$ cat src/rtl/bus_mon_pkg.sv
package bus_mon_pkg;

    // Claim tracker states
    typedef enum logic [1:0] {
        ST_IDLE    = 2'd0,
        ST_DECODE  = 2'd1,
        ST_CLAIMED = 2'd2,
        ST_ABORTED = 2'd3
    } mon_state_e;

    // Claim speed bins reported at the port
    typedef enum logic [2:0] {
        CLM_NONE   = 3'd0,
        CLM_FAST   = 3'd1,
        CLM_MEDIUM = 3'd2,
        CLM_SLOW   = 3'd3,
        CLM_SUBTR  = 3'd4
    } claim_e;

    // Wait timer states: the state selects the active limit
    typedef enum logic [1:0] {
        TM_OFF   = 2'd0,
        TM_FIRST = 2'd1,
        TM_LATER = 2'd2
    } timer_state_e;

    // Sticky flag positions
    localparam int FLAG_ORDER = 0;
    localparam int FLAG_INIT  = 1;
    localparam int FLAG_TGT   = 2;
    localparam int NUM_FLAGS  = 3;

endpackage

$ cat src/rtl/claim_tracker.sv
module claim_tracker
    import bus_mon_pkg::*;
#(
    parameter int CLAIM_SLOTS = 4
) (
    input  logic       clk,
    input  logic       rst_n,
    input  logic       frame_n,
    input  logic       irdy_n,
    input  logic       trdy_n,
    input  logic       devsel_n,
    output logic [2:0] claim_code,
    output logic       master_abort,
    output logic       txn_start,
    output logic       init_rearm,
    output logic       tgt_rearm,
    output logic       timer_halt,
    output logic       order_err
);

    localparam int ABORT_SLOT = CLAIM_SLOTS + 1;
    localparam int DW         = $clog2(ABORT_SLOT + 1);

    mon_state_e      state_q, state_d;
    claim_e          claim_q;
    logic [DW-1:0]   dcnt_q;
    logic [DW-1:0]   dnext;
    logic            frame_q;
    logic            irdy_q;
    logic            bus_idle;
    logic            active;
    logic            claim_evt;
    logic            abort_evt;

    // Map the number of clocks to claim onto a speed bin
    function automatic claim_e bin_of(input logic [DW-1:0] n);
        if (n == DW'(CLAIM_SLOTS)) return CLM_SUBTR;
        else if (n == DW'(1))      return CLM_FAST;
        else if (n == DW'(2))      return CLM_MEDIUM;
        else                       return CLM_SLOW;
    endfunction

    assign dnext     = dcnt_q + DW'(1);
    assign bus_idle  = frame_n && irdy_n;
    assign active    = (state_q == ST_DECODE) || (state_q == ST_CLAIMED);
    assign txn_start = (state_q == ST_IDLE) && !frame_n && frame_q;
    assign claim_evt = (state_q == ST_DECODE) && !bus_idle && !devsel_n;
    assign abort_evt = (state_q == ST_DECODE) && !bus_idle && devsel_n
                       && (dnext == DW'(ABORT_SLOT));

    // Phase events handed to the wait timers
    assign init_rearm = active && !frame_n && irdy_n && !irdy_q;
    assign tgt_rearm  = active && !frame_n && !irdy_n && !trdy_n;
    assign timer_halt = !active || bus_idle || abort_evt;
    assign order_err  = active && !trdy_n && devsel_n;

    // Next-state logic
    always_comb begin
        state_d = state_q;
        unique case (state_q)
            ST_IDLE: begin
                if (txn_start) state_d = ST_DECODE;
            end
            ST_DECODE: begin
                if (bus_idle)       state_d = ST_IDLE;
                else if (claim_evt) state_d = ST_CLAIMED;
                else if (abort_evt) state_d = ST_ABORTED;
            end
            ST_CLAIMED: begin
                if (bus_idle) state_d = ST_IDLE;
            end
            ST_ABORTED: begin
                if (bus_idle) state_d = ST_IDLE;
            end
            default: state_d = ST_IDLE;
        endcase
    end

    // State register
    always_ff @(posedge clk or negedge rst_n) begin
        if (!rst_n) state_q <= ST_IDLE;
        else        state_q <= state_d;
    end

    // Output and counter registers
    always_ff @(posedge clk or negedge rst_n) begin
        if (!rst_n) begin
            claim_q      <= CLM_NONE;
            master_abort <= 1'b0;
            dcnt_q       <= '0;
            frame_q      <= 1'b1;
            irdy_q       <= 1'b1;
        end else begin
            frame_q      <= frame_n;
            irdy_q       <= irdy_n;
            master_abort <= abort_evt;
            if (txn_start) begin
                claim_q <= CLM_NONE;
                dcnt_q  <= '0;
            end else if (state_q == ST_DECODE) begin
                dcnt_q <= dnext;
                if (claim_evt) claim_q <= bin_of(dnext);
            end
        end
    end

    assign claim_code = claim_q;

    AST_ABORT_NO_CLAIM: assert property (@(posedge clk) disable iff (!rst_n)
        master_abort |-> (claim_q == CLM_NONE));

    AST_ABORT_FROM_DECODE: assert property (@(posedge clk) disable iff (!rst_n)
        master_abort |-> (state_q == ST_ABORTED || state_q == ST_IDLE));

    AST_CLAIM_HOLD: assert property (@(posedge clk) disable iff (!rst_n)
        (!txn_start && state_q != ST_DECODE) |=> $stable(claim_q));

    AST_CLAIM_CLEARED_AT_START: assert property (@(posedge clk) disable iff (!rst_n)
        txn_start |=> (claim_q == CLM_NONE));

endmodule

$ cat src/rtl/wait_timer.sv
module wait_timer
    import bus_mon_pkg::*;
#(
    parameter int FIRST_LIM = 8,
    parameter int LATER_LIM = 8
) (
    input  logic clk,
    input  logic rst_n,
    input  logic arm_first,
    input  logic arm_later,
    input  logic halt,
    input  logic ready_n,
    output logic overrun
);

    localparam int MAXL = (FIRST_LIM > LATER_LIM) ? FIRST_LIM : LATER_LIM;
    localparam int CW   = $clog2(MAXL + 1);

    timer_state_e   st_q, st_d;
    logic [CW-1:0]  cnt_q;
    logic [CW-1:0]  cnt_inc;
    logic [CW-1:0]  lim;
    logic           armed;
    logic           any_arm;

    assign armed   = (st_q != TM_OFF);
    assign any_arm = arm_first || arm_later;
    assign cnt_inc = cnt_q + CW'(1);
    assign lim     = (st_q == TM_FIRST) ? CW'(FIRST_LIM) : CW'(LATER_LIM);
    assign overrun = armed && !any_arm && !halt && ready_n && (cnt_inc == lim);

    // Next-state logic
    always_comb begin
        st_d = st_q;
        if (arm_first)      st_d = TM_FIRST;
        else if (arm_later) st_d = TM_LATER;
        else if (halt)      st_d = TM_OFF;
        else begin
            unique case (st_q)
                TM_OFF: st_d = TM_OFF;
                TM_FIRST, TM_LATER: begin
                    if (!ready_n || overrun) st_d = TM_OFF;
                end
                default: st_d = TM_OFF;
            endcase
        end
    end

    // State register
    always_ff @(posedge clk or negedge rst_n) begin
        if (!rst_n) st_q <= TM_OFF;
        else        st_q <= st_d;
    end

    // Wait counter
    always_ff @(posedge clk or negedge rst_n) begin
        if (!rst_n)                  cnt_q <= '0;
        else if (any_arm)            cnt_q <= '0;
        else if (armed && ready_n)   cnt_q <= cnt_inc;
    end

    AST_WAIT_CNT_BOUND: assert property (@(posedge clk) disable iff (!rst_n)
        armed |-> (cnt_q < lim));

    AST_ARM_CLEARS_COUNT: assert property (@(posedge clk) disable iff (!rst_n)
        any_arm |=> (cnt_q == '0 && armed));

endmodule

$ cat src/rtl/sticky_flags.sv
module sticky_flags #(
    parameter int N = 3
) (
    input  logic         clk,
    input  logic         rst_n,
    input  logic [N-1:0] set,
    input  logic         clear,
    output logic [N-1:0] q
);

    for (genvar i = 0; i < N; i++) begin : g_flag
        always_ff @(posedge clk or negedge rst_n) begin
            if (!rst_n)      q[i] <= 1'b0;
            else if (set[i]) q[i] <= 1'b1;
            else if (clear)  q[i] <= 1'b0;
        end

        AST_FLAG_STICKY: assert property (@(posedge clk) disable iff (!rst_n)
            (q[i] && !clear) |=> q[i]);

        AST_SET_WINS: assert property (@(posedge clk) disable iff (!rst_n)
            set[i] |=> q[i]);
    end

endmodule

$ cat src/rtl/bus_timing_monitor.sv
module bus_timing_monitor
    import bus_mon_pkg::*;
#(
    parameter int CLAIM_SLOTS    = 4,
    parameter int INIT_FIRST_LIM = 8,
    parameter int INIT_LATER_LIM = 8,
    parameter int TGT_FIRST_LIM  = 16,
    parameter int TGT_LATER_LIM  = 8
) (
    input  logic       clk,
    input  logic       rst_n,
    input  logic       frame_n,
    input  logic       irdy_n,
    input  logic       trdy_n,
    input  logic       devsel_n,
    input  logic       clear_flags,
    output logic [2:0] claim_code,
    output logic       master_abort,
    output logic       viol_order,
    output logic       viol_init_wait,
    output logic       viol_tgt_wait
);

    logic                 txn_start;
    logic                 init_rearm;
    logic                 tgt_rearm;
    logic                 timer_halt;
    logic                 order_err;
    logic                 init_over;
    logic                 tgt_over;
    logic [NUM_FLAGS-1:0] flag_set;
    logic [NUM_FLAGS-1:0] flag_q;

    claim_tracker #(
        .CLAIM_SLOTS (CLAIM_SLOTS)
    ) u_claim (
        .clk          (clk),
        .rst_n        (rst_n),
        .frame_n      (frame_n),
        .irdy_n       (irdy_n),
        .trdy_n       (trdy_n),
        .devsel_n     (devsel_n),
        .claim_code   (claim_code),
        .master_abort (master_abort),
        .txn_start    (txn_start),
        .init_rearm   (init_rearm),
        .tgt_rearm    (tgt_rearm),
        .timer_halt   (timer_halt),
        .order_err    (order_err)
    );

    // Initiator side: later phases measured from ready deassertion
    wait_timer #(
        .FIRST_LIM (INIT_FIRST_LIM),
        .LATER_LIM (INIT_LATER_LIM)
    ) u_init_timer (
        .clk       (clk),
        .rst_n     (rst_n),
        .arm_first (txn_start),
        .arm_later (init_rearm),
        .halt      (timer_halt),
        .ready_n   (irdy_n),
        .overrun   (init_over)
    );

    // Target side: later phases measured from phase completion
    wait_timer #(
        .FIRST_LIM (TGT_FIRST_LIM),
        .LATER_LIM (TGT_LATER_LIM)
    ) u_tgt_timer (
        .clk       (clk),
        .rst_n     (rst_n),
        .arm_first (txn_start),
        .arm_later (tgt_rearm),
        .halt      (timer_halt),
        .ready_n   (trdy_n),
        .overrun   (tgt_over)
    );

    always_comb begin
        flag_set             = '0;
        flag_set[FLAG_ORDER] = order_err;
        flag_set[FLAG_INIT]  = init_over;
        flag_set[FLAG_TGT]   = tgt_over;
    end

    sticky_flags #(
        .N (NUM_FLAGS)
    ) u_flags (
        .clk   (clk),
        .rst_n (rst_n),
        .set   (flag_set),
        .clear (clear_flags),
        .q     (flag_q)
    );

    assign viol_order     = flag_q[FLAG_ORDER];
    assign viol_init_wait = flag_q[FLAG_INIT];
    assign viol_tgt_wait  = flag_q[FLAG_TGT];

    AST_ABORT_PULSE: assert property (@(posedge clk) disable iff (!rst_n)
        master_abort |=> !master_abort);

    AST_ABORT_NO_WAIT_FLAG: assert property (@(posedge clk) disable iff (!rst_n)
        master_abort |-> (!init_over && !tgt_over));

endmodule

$ cat config.mk
export PLATFORM = sky130hd
export DESIGN_NAME = bus_timing_monitor
export DESIGN_NICKNAME = d
export VERILOG_FILES = /design/src/rtl/bus_mon_pkg.sv /design/src/rtl/claim_tracker.sv /design/src/rtl/wait_timer.sv /design/src/rtl/sticky_flags.sv /design/src/rtl/bus_timing_monitor.sv
export SDC_FILE = /design/constraint.sdc
export NUM_CORES = 1
export LEC_CHECK = 0
export BUFFER_PORTS_ARGS = -buffer_cell sky130_fd_sc_hd__buf_2
export CORE_UTILIZATION = 53
export DETAILED_ROUTE_END_ITERATION = 16
export GPL_ROUTABILITY_DRIVEN = 0
export PLACE_DENSITY_LB_ADDON = 0.08
export SLEW_MARGIN = 20
export SYNTH_ARGS = -nofsm -noshare
export SYNTH_HDL_FRONTEND = slang
export SYNTH_SLANG_ARGS = --single-unit
export TNS_END_PERCENT = 100
$ cat constraint.sdc
create_clock -name clk -period 1.6 [get_ports clk]
set_input_delay 0.24 -clock clk [delete_from_list [all_inputs] [get_ports clk]]
set_output_delay 0.24 -clock clk [all_outputs]
set_load 0.02 [all_outputs]
==> impl_metrics.json, run 1 <==
{
  "status": "finished, violations left",
  "violations": "DRC, setup timing",
  "yosys.area_share.adder_pct": 11.8,
  "synth-seq-cells": 27,
  "arrival_ns": 1.86,
  "clk_latency_ns": 0.32,
  "antenna_found_initial": 0,
  "synth_top_family_by_area": "simple AND/OR/NAND/NOR gates",
  "end_kind": "register",
  "dp_cells": 216,
  "finalHoldViolations": 0,
  "grt_pass1_vias": 1228,
  "nFillCells": 219,
  "clk_pin_slew_ns": 0.14,
  "n_antenna_cell": 0,
  "drtPass1Iterations": 10,
  "num_vias": 1305,
  "std_cell_rows": 19,
  "cts_made_buffers": 3,
  "synth.area.mux_share_pct": 1.88,
  "synth_cell_types": 41,
  "ys_warn_count": 0,
  "crit_type": "reg2reg",
  "synthSimpleGateAreaFrac_pct": 18.9,
  "syn-mean-instance-area_um2": 9.62,
  "io_pins": 14,
  "holdWs_ns": 0.0547,
  "viasPerCell": 5.75,
  "synth_area_um2": 1600,
  "fmax_mhz": 609,
  "stdcell_count": 227,
  "track_usage_pct": 20.5,
  "synth.most_common_cell": "dfrtp_1",
  "dieArea_um2": 3240,
  "initial_core_util_pct": 56.9,
  "wl_mm": 3.02,
  "synthArstFlopShare_pct": 100,
  "grt_pass1_wl_mm": 5.20,
  "seq_area_frac_synth_pct": 42.5,
  "htreeDepth": 1,
  "hp-class": "in2reg",
  "die_h_um": 56.9,
  "skew_ns": 0.00217,
  "syn2layout_area_growth_pct": 19.2,
  "worst_setup_path_start_kind": "register",
  "synthTopCellsByArea": "dfrtp_1 39%, ha_1 12%, nor2_1 4.0%, nand2_1 3.5%, dfstp_2 3.3%",
  "cts-root-buf": "clkbuf_4",
  "maxCapViolCount": 0,
  "syn-instance-count": 166,
  "setup-violations-final": 5,
  "wl_per_cell_um": 13.3,
  "post-route-period-util_pct": 103,
  "post-route-drc-count": 2,
  "drtAntennaViolNets": 0,
  "ys.flop_type": "dfrtp_1",
  "synth_compound_area_share_pct": 14.1,
  "cp_data_required_time_ns": 1.82,
  "fin_crit_ns": 1.64,
  "final.setup.worst_slack_ns": -0.0413,
  "core-area_um2": 2810,
  "clk_path_buf_depth": 2,
  "hpwl_mm": 2.22,
  "worst_pin_slew_ns": 0.604,
  "synth.top_cell.area_share_pct": 39.2,
  "overflow": 0,
  "synthTopCellsByCount": "25 x dfrtp_1, 17 x nor2_1, 15 x ha_1, 15 x nand2_1, 13 x inv_1",
  "cts_tree": "built",
  "drive_gt1_share_pct": 26.0,
  "first_iter_violations": 74,
  "cp_max_fo": 3,
  "p_leak_nw": 0.873,
  "slew_headroom_pct": 59.7,
  "pwr_density_cell_nw_per_um2": 1480,
  "grt_max_degree": 28,
  "syn_nets": 188,
  "ir_drop_mv": 0.962,
  "reg2reg_slack_ns": -0.04,
  "yosys.area.top_type": "dfrtp_1",
  "slew_viol_final": 0,
  "synth_edf_count": 0,
  "cts_sinks": 27,
  "die_x_um": 56.9,
  "io_buffers": 13,
  "rsz0062_at_grt": "yes",
  "synth_xor_area_share_pct": 6.50,
  "final_net_count": 219
}
==> final timing paths <==
check / startpoint / endpoint / cells past startpoint
max reg2reg: u_claim.state_q[0] / u_tgt_timer.st_q[1] / 7
min reg2reg: u_flags.q[0] / u_flags.q[0] / 1
max in group asynchronous: rst_n / u_claim.claim_code[0] / 2
min in group asynchronous: rst_n / u_init_timer.cnt_q[3] / 2
min: irdy_n / u_claim.irdy_q / 1
max: u_claim.state_q[0] / u_tgt_timer.st_q[1] / 7
==> cell usage in the layout, fill, tap and decap left out, types with 2 or more instances in the layout <==
| cell | synthesis | layout |
|---|---|---|
| o22ai_1 | 3 | 2 |
| dfrtp_1 | 25 | 25 |
| nor2_1 | 17 | 17 |
| nor2b_1 | 2 | 2 |
| nand3_1 | 4 | 4 |
| ha_1 | 15 | 12 |
| xor2_1 | 5 | 5 |
| buf_4 | 0 | 16 |
| ha_2 | 0 | 2 |
| mux2i_1 | 3 | 3 |
| a21oi_1 | 10 | 9 |
| buf_2 | 2 | 13 |
| clkbuf_4 | 0 | 3 |
| o211ai_1 | 2 | 2 |
| nand2_1 | 15 | 15 |
| inv_1 | 13 | 11 |
| xnor2_1 | 5 | 5 |
| nand3b_1 | 4 | 4 |
| dfstp_2 | 2 | 2 |
| nand4_1 | 7 | 7 |
| a31oi_1 | 2 | 2 |
| inv_2 | 1 | 3 |
| o21ai_1 | 1 | 2 |
| o21ai_0 | 6 | 5 |
==> power breakdown <==
group	internal (mW)	total, mW	switching, mW	leakage, nW
Combinational	0.744	1.55	0.808	0.505
Sequential	0.842	0.972	0.130	0.353
Clock	0.0976	0.296	0.199	0.0150
==> metal layers <==
metal	share of wire [%]	track usage [%]
met2	48	34.8
met3	3.9	2.07
met1	47	27.1
met5	0	0
met4	1.7	7.32
==> stage by stage <==
step                      util [%]  setup TNS (ns)  worst slack (ns)  cell area [um^2]  power [mW]
after global routing          67.8          -0.647            -0.109              1900        3.03
after global placement        63.1               0            0.0185              1770        2.25
after detailed placement      63.1          -0.157           -0.0398              1770        2.29
after CTS                     66.2         -0.0583           -0.0229              1860        2.71
final                         67.8          -0.120           -0.0413              1900        2.82
after floorplan                  -         -0.0572           -0.0362              1610        1.88
==> cell type report <==
type | count | area [um^2] | share of cell area, %
multi-input cells | 121 | 912 | 47.9
flip-flops and latches | 27 | 678 | 35.6
repair buffers | 30 | 195 | 10.3
inverters | 14 | 52.6 | 2.76
well taps | 31 | 38.8 | 2.04
clock buffers | 4 | 26.3 | 1.38
==> registers in the layout, summed over array words and instances (netlist names) <==
signal and count:
u_claim.state_q 2, u_init_timer.st_q 2, u_init_timer.cnt_q 4, u_claim.irdy_q 1, u_claim.frame_q 1, u_tgt_timer.st_q 2
u_claim.claim_code 3, u_claim.master_abort 1, u_flags.q 3, u_tgt_timer.cnt_q 5, u_claim.dcnt_q 3
==> worst max-delay path, stage by stage (launching register included) <==
cell and delay, ns:
dfrtp_1 0.42, inv_2 0.08, ha_4 0.26, or3b_4 0.39
a21oi_4 0.15, nor2_2 0.07, nand4_1 0.11, o22ai_1 0.07
==> timing repair <==
| action | CTS | global route |
|---|---|---|
| endpoints found under the setup margin | 11 | 16 |
| cloned | 0 | 0 |
| hold buffers | 1 | 0 |
| gates resized for setup | 5 | 5 |
| pin swaps | 4 | 5 |
| buffers inserted | 3 | 3 |
| hold endpoints to repair | 25 | 0 |
==> kinds of logic (layout without fill, tap and decap cells) <==
logic type,after synthesis,in the layout
muxes,3,3
AOI/OAI and AO/OA,33,33
DFF,27,27
buffers and inverters,18,48
and+or+nand+nor,59,59
xor gates and xnor gates,11,11
adders and majority gates,15,15
(Power assumes the default switching activity.)
==> run 2: changes to the inputs <==
--- a/config.mk
+++ b/config.mk
@@ -5,11 +5,12 @@
 export SDC_FILE = /design/constraint.sdc
 export NUM_CORES = 1
 export LEC_CHECK = 0
-export BUFFER_PORTS_ARGS = -buffer_cell sky130_fd_sc_hd__buf_2
-export CORE_UTILIZATION = 53
+export CORE_UTILIZATION = 56
 export DETAILED_ROUTE_END_ITERATION = 16
+export DONT_BUFFER_PORTS = 1
 export GPL_ROUTABILITY_DRIVEN = 0
 export PLACE_DENSITY_LB_ADDON = 0.08
+export RECOVER_POWER = 100
 export SLEW_MARGIN = 20
 export SYNTH_ARGS = -nofsm -noshare
 export SYNTH_HDL_FRONTEND = slang
==> run 2 against run 1 <==
  * The run ends with setup timing left
  * Wire length up 11%
  * Clock skew up 0.0044 ns
  * Worst setup slack worse by 0.012 ns
  * Flip-flop and latch count unchanged
  * Global-route usage up 2.3 points
  * Critical path depth unchanged
  * Highest routed layer unchanged
  * Via count down 1.4%
  * Combinational power down 3%
  * Core utilization up 5.0 points
  * Die area down 5.2%
  * Register-to-register slack about the same
==> impl_metrics.json, run 2 (synthesis gave the netlist of run 1 again) <==
{
  "fmax_mhz": 605,
  "drtPass1Iterations": 4,
  "drtAntennaViolNets": 0,
  "multiInputGateArea_um2": 926,
  "slew_headroom_pct": 56.2,
  "antenna_found_initial": 0,
  "core-area_um2": 2590,
  "pwr-share-comb_pct": 52.7,
  "post-route-drc-count": 0,
  "largestRegisters": "u_tgt_timer.cnt_q x5, u_init_timer.cnt_q x4",
  "fin_crit_ns": 1.65,
  "wl_mm": 3.36,
  "pwr_density_cell_nw_per_um2": 1500,
  "maxCapViolCount": 0,
  "critical_path.slowest_cell": "dfrtp_1",
  "setup-violations-final": 9,
  "initial_core_util_pct": 61.6,
  "syn2layout_area_growth_pct": 18.1,
  "post-route-period-util_pct": 103,
  "die_h_um": 55.4,
  "violations": "setup timing",
  "hp-class": "in2reg",
  "grt_max_degree": 28,
  "drive_gt1_share_pct": 22.5,
  "n_antenna_cell": 0,
  "p_clk_share_pct": 10.4,
  "cts-root-buf": "clkbuf_4",
  "cts_sinks": 27,
  "overflow": 0,
  "intPower_mw": 1.67,
  "grt_pass1_wl_mm": 5.60,
  "worst_setup_path_start_kind": "register",
  "cp_data_required_time_ns": 1.82,
  "ff_latch_area_um2": 678,
  "clk_latency_ns": 0.32,
  "grt_pass1_vias": 1285,
  "nFillCells": 190,
  "crit_family": "simple AND/OR/NAND/NOR gates",
  "final_cell_mix": "25 x dfrtp_1, 16 x nor2_1, 16 x buf_4",
  "final_net_count": 210,
  "slew_viol_final": 0,
  "max_flop_register": "u_tgt_timer.cnt_q",
  "track_usage_pct": 22.8,
  "setup_tns_ns": -0.206,
  "crit_chain": "inv_2 > ha_4 > or3b_4 > a21oi_4 > nor2_2 > nand4_1 > o21ai_1",
  "p_sw_share_pct": 41.2,
  "clk_path_buf_depth": 2,
  "seqPwrFrac_pct": 36.9,
  "skew_ns": 0.00658,
  "holdWs_ns": 0.0620,
  "cp_num_buf_inv": 1,
  "worst_pin_slew_ns": 0.657,
  "cts_made_buffers": 3,
  "status": "finished, violations left",
  "largest_reg_flops": 5,
  "final_common_cell": "dfrtp_1",
  "viasPerCell": 5.93,
  "num_vias": 1287,
  "clk_pin_slew_ns": 0.14,
  "hpwl_mm": 2.27,
  "cp_max_fo": 4,
  "first_iter_violations": 63,
  "arrival_ns": 1.87,
  "final.setup.worst_slack_ns": -0.0532,
  "p_leak_nw": 0.830,
  "p_switching_mw": 1.17,
  "max_stage_delay_ns": 0.43,
  "wl_per_cell_um": 15.5,
  "die_x_um": 55.4,
  "crit_type": "reg2reg",
  "cts_tree": "built",
  "finalHoldViolations": 0,
  "end_kind": "register",
  "rsz0062_at_grt": "yes",
  "dieArea_um2": 3070,
  "io_buffers": 0,
  "io_pins": 14,
  "ir_drop_mv": 1.09,
  "htreeDepth": 1,
  "std_cell_rows": 18
}
run 2: what timing repair did:
item / CTS / global route
hold buffers: 5 / 0
cloned: 0 / 0
endpoints found under the hold margin: 30 / 0
gates resized for setup: 3 / 11
pin swaps: 1 / 3
buffers inserted: 2 / 5
setup endpoints to repair: 10 / 16
run 2: final timing paths:
check / start / slack, ns / cells past startpoint / end
max: u_claim.state_q[1] / -0.05 / 7 / u_tgt_timer.st_q[0]
min: irdy_n / 0.06 / 2 / u_init_timer.st_q[1]
max reg2reg: u_claim.state_q[1] / -0.05 / 7 / u_tgt_timer.st_q[0]
min reg2reg: u_tgt_timer.st_q[1] / 0.58 / 2 / u_tgt_timer.st_q[1]
max in group asynchronous: rst_n / 0.71 / 2 / u_tgt_timer.cnt_q[2]
min in group asynchronous: rst_n / 0.46 / 2 / u_init_timer.cnt_q[3]
run 2: layout make-up:
cell class | instances | area share, %
multi-input combinational | 121 | 49.1
sequential | 27 | 36.0
tap | 30 | 1.99
clock buffer | 4 | 1.39
timing repair buffer | 21 | 8.76
inverter | 14 | 2.79
run 2: power groups by stage:
stage	clock network (mW)	registers (mW)	logic (mW)
floorplan	0	1.04	0.842
global placement	0	1.04	1.12
detailed placement	0	1.05	1.17
CTS	0.305	1.04	1.30
global route	0.327	1.07	1.65
finish	0.295	1.05	1.50
run 2: stage by stage:
step | util [%] | area (um^2) | setup WS (ns) | instances | total power, mW
detailed placement | 65.5 | 1700 | -0.0416 | 201 | 2.22
CTS | 70.2 | 1820 | -0.0323 | 212 | 2.64
global placement | 65.5 | 1700 | 0.0173 | 201 | 2.16
finish | 72.8 | 1890 | -0.0532 | 217 | 2.84
floorplan | - | 1610 | -0.0362 | 166 | 1.88
global route | 72.8 | 1890 | -0.129 | 217 | 3.05
run 2: layer usage:
layer | vias up | global-route usage [%] | routed length [um]
li1 | 618 | - | -
met1 | 617 | 28.6 | 1530
met2 | 44 | 38.7 | 1570
met3 | 8 | 4.92 | 198
met4 | 0 | 7.86 | 69
met5 | - | 0 | 0
==> run 3: changes to the inputs <==
--- a/config.mk
+++ b/config.mk
@@ -5,6 +5,7 @@
 export SDC_FILE = /design/constraint.sdc
 export NUM_CORES = 1
 export LEC_CHECK = 0
+export ABC_AREA = 1
 export CORE_UTILIZATION = 56
 export DETAILED_ROUTE_END_ITERATION = 16
 export DONT_BUFFER_PORTS = 1
==> run 3 against run 2 <==
  * The flow now finishes without violations
  * Flip-flop and latch count did not move
  * Synthesized cell count grew 11%
  * Sequential share of layout area grew 1.9 points
  * Combinational power is 18% lower
  * Critical path depth unchanged
==> impl_metrics.json, run 3 <==
{
  "first_iter_violations": 43,
  "p_leak_nw": 0.878,
  "use_met1_pct": 26.6,
  "grt_use_met3_pct": 2.33,
  "synth-seq-cells": 27,
  "dieArea_um2": 3100,
  "synth.area.mux_share_pct": 1.24,
  "grt_pass1_wl_mm": 4.93,
  "htreeDepth": 1,
  "synthTopCellsByArea": "dfrtp_1 39%, ha_1 12%, inv_1 7.9%, nand2_1 6.3%, nand3_1 4.6%",
  "die_h_um": 55.7,
  "synth_edf_count": 0,
  "post-route-period-util_pct": 92.8,
  "cp_data_required_time_ns": 1.79,
  "final_cell_mix": "33 x inv_1, 27 x nand2_1, 23 x dfrtp_1",
  "dpl_worst_slack_ns": 0.0208,
  "p_total_mw": 2.63,
  "final_common_cell": "inv_1",
  "hpwl_mm": 2.14,
  "clk_latency_ns": 0.33,
  "cts_made_buffers": 3,
  "ir_drop_mv": 0.960,
  "largest_reg_flops": 5,
  "finalHoldViolations": 0,
  "largestRegisters": "u_tgt_timer.cnt_q x5, u_init_timer.cnt_q x4",
  "synth_cell_types": 29,
  "track_usage_pct": 20.0,
  "synthTopCellsByCount": "34 x inv_1, 27 x nand2_1, 25 x dfrtp_1",
  "cts-root-buf": "clkbuf_4",
  "synth_top_family_by_area": "simple AND/OR/NAND/NOR gates",
  "syn-instance-count": 185,
  "hp-class": "in2reg",
  "clk_pin_slew_ns": 0.14,
  "synth_area_um2": 1620,
  "final.setup.worst_slack_ns": 0.116,
  "ys.flop_type": "dfrtp_1",
  "cts_tree": "built",
  "max_flop_register": "u_tgt_timer.cnt_q",
  "wl_per_cell_um": 12.7,
  "setup-violations-final": 0,
  "drive_gt1_share_pct": 22.0,
  "use_met2_pct": 33.9,
  "syn2layout_area_growth_pct": 11.4,
  "drtAntennaViolNets": 0,
  "overflow": 0,
  "pwr_density_cell_nw_per_um2": 1460,
  "worst_setup_path_start_kind": "register",
  "final_net_count": 223,
  "synthSimpleGateAreaFrac_pct": 23.9,
  "yosys.area.top_type": "dfrtp_1",
  "status": "completed",
  "cp_num_buf_inv": 1,
  "maxCapViolCount": 0,
  "max_stage_delay_ns": 0.41,
  "die_x_um": 55.7,
  "initial_core_util_pct": 59.1,
  "antenna_found_initial": 0,
  "fin_crit_ns": 1.48,
  "drtPass1Iterations": 4,
  "ys_warn_count": 0,
  "seq_area_frac_synth_pct": 42.0,
  "cts_sinks": 27,
  "cp_max_fo": 5,
  "crit_type": "reg2reg",
  "grt_pass1_vias": 1160,
  "crit_chain": "inv_2 > ha_4 > nand2_2 > nor2_2 > nand2_1 > o211ai_1 > o22ai_1",
  "worst_pin_slew_ns": 0.649,
  "skew_ns": 0.0129,
  "arrival_ns": 1.67,
  "syn_nets": 207,
  "synthArstFlopShare_pct": 100,
  "yosys.area_share.adder_pct": 11.6,
  "n_antenna_cell": 0,
  "grt-busiest-layer": "met2",
  "syn-mean-instance-area_um2": 8.73,
  "crit_family": "flip-flops",
  "synth_compound_area_share_pct": 9.68,
  "wl_mm": 2.93,
  "synth.top_cell.area_share_pct": 38.7,
  "io_buffers": 0,
  "num_vias": 1212,
  "grt_max_degree": 28,
  "core-area_um2": 2730,
  "post-route-drc-count": 0,
  "slew_headroom_pct": 56.7,
  "slew_viol_final": 0,
  "io_pins": 14,
  "critical_path.slowest_cell": "dfrtp_1",
  "viasPerCell": 5.25,
  "clk_path_buf_depth": 2,
  "synth.most_common_cell": "inv_1",
  "synth_xor_area_share_pct": 1.63,
  "end_kind": "register",
  "fmax_mhz": 674,
  "std_cell_rows": 19
}
-- run 3: metrics by stage --
| stage | hold slack (ns) | utilization, % | setup TNS, ns | cell area (um^2) | instances |
|---|---|---|---|---|---|
| finish | 0.0145 | 65.8 | 0 | 1800 | 231 |
| global route | 0.00530 | 65.8 | -0.0335 | 1800 | 231 |
| CTS | 0.00740 | 64.7 | 0 | 1770 | 228 |
| detailed placement | -0.0549 | 61.3 | 0 | 1680 | 219 |
| global placement | -0.0549 | 61.3 | 0 | 1680 | 219 |
| floorplan | -0.0556 | - | 0 | 1620 | 185 |
-- run 3: cell families after synthesis --
logic type / count (synthesis)
and+or+nand+nor: 74
buffers and inverters: 41
DFF: 27
AOI/OAI and AO/OA: 23
adders and majority gates: 15
xor gates and xnor gates: 3
muxes: 2
-- run 3: layout make-up --
class	count	area, um^2
fill	217	935
multi-input combinational	117	798
sequential	27	681
inverter	39	146
timing repair buffer	13	105
tap	31	38.8
clock buffer	3	22.5
clock inverter	1	7.51
-- run 3: path summary, 6_finish.rpt --
kind,from,to,slack [ns],depth (start not counted)
min,clear_flags,u_flags.q[0],0.01,1
max,u_claim.state_q[0],u_tgt_timer.cnt_q[4],0.12,7
min reg2reg,u_tgt_timer.st_q[1],u_tgt_timer.st_q[1],0.54,2
max in group asynchronous,rst_n,u_tgt_timer.cnt_q[0],0.68,2
min in group asynchronous,rst_n,u_flags.q[2],0.45,2
max reg2reg,u_claim.state_q[0],u_tgt_timer.cnt_q[4],0.12,7
-- run 3: repair_timing --
item	4_1_cts	5_1_grt
hold buffers	5	0
setup buffers	0	3
resized for setup	1	8
endpoints found under the hold margin	31	0
pin swaps	0	4
endpoints found under the setup margin	1	10
-- run 3: per-layer routing --
metal	up-vias	share of wire (%)
li1	622	-
met1	574	49
met2	14	48
met3	2	2.2
met4	0	0.58
met5	-	0
-- run 3: power by group --
part	switching [mW]	internal, mW
Combinational	0.687	0.544
Clock	0.203	0.0955
Sequential	0.224	0.872
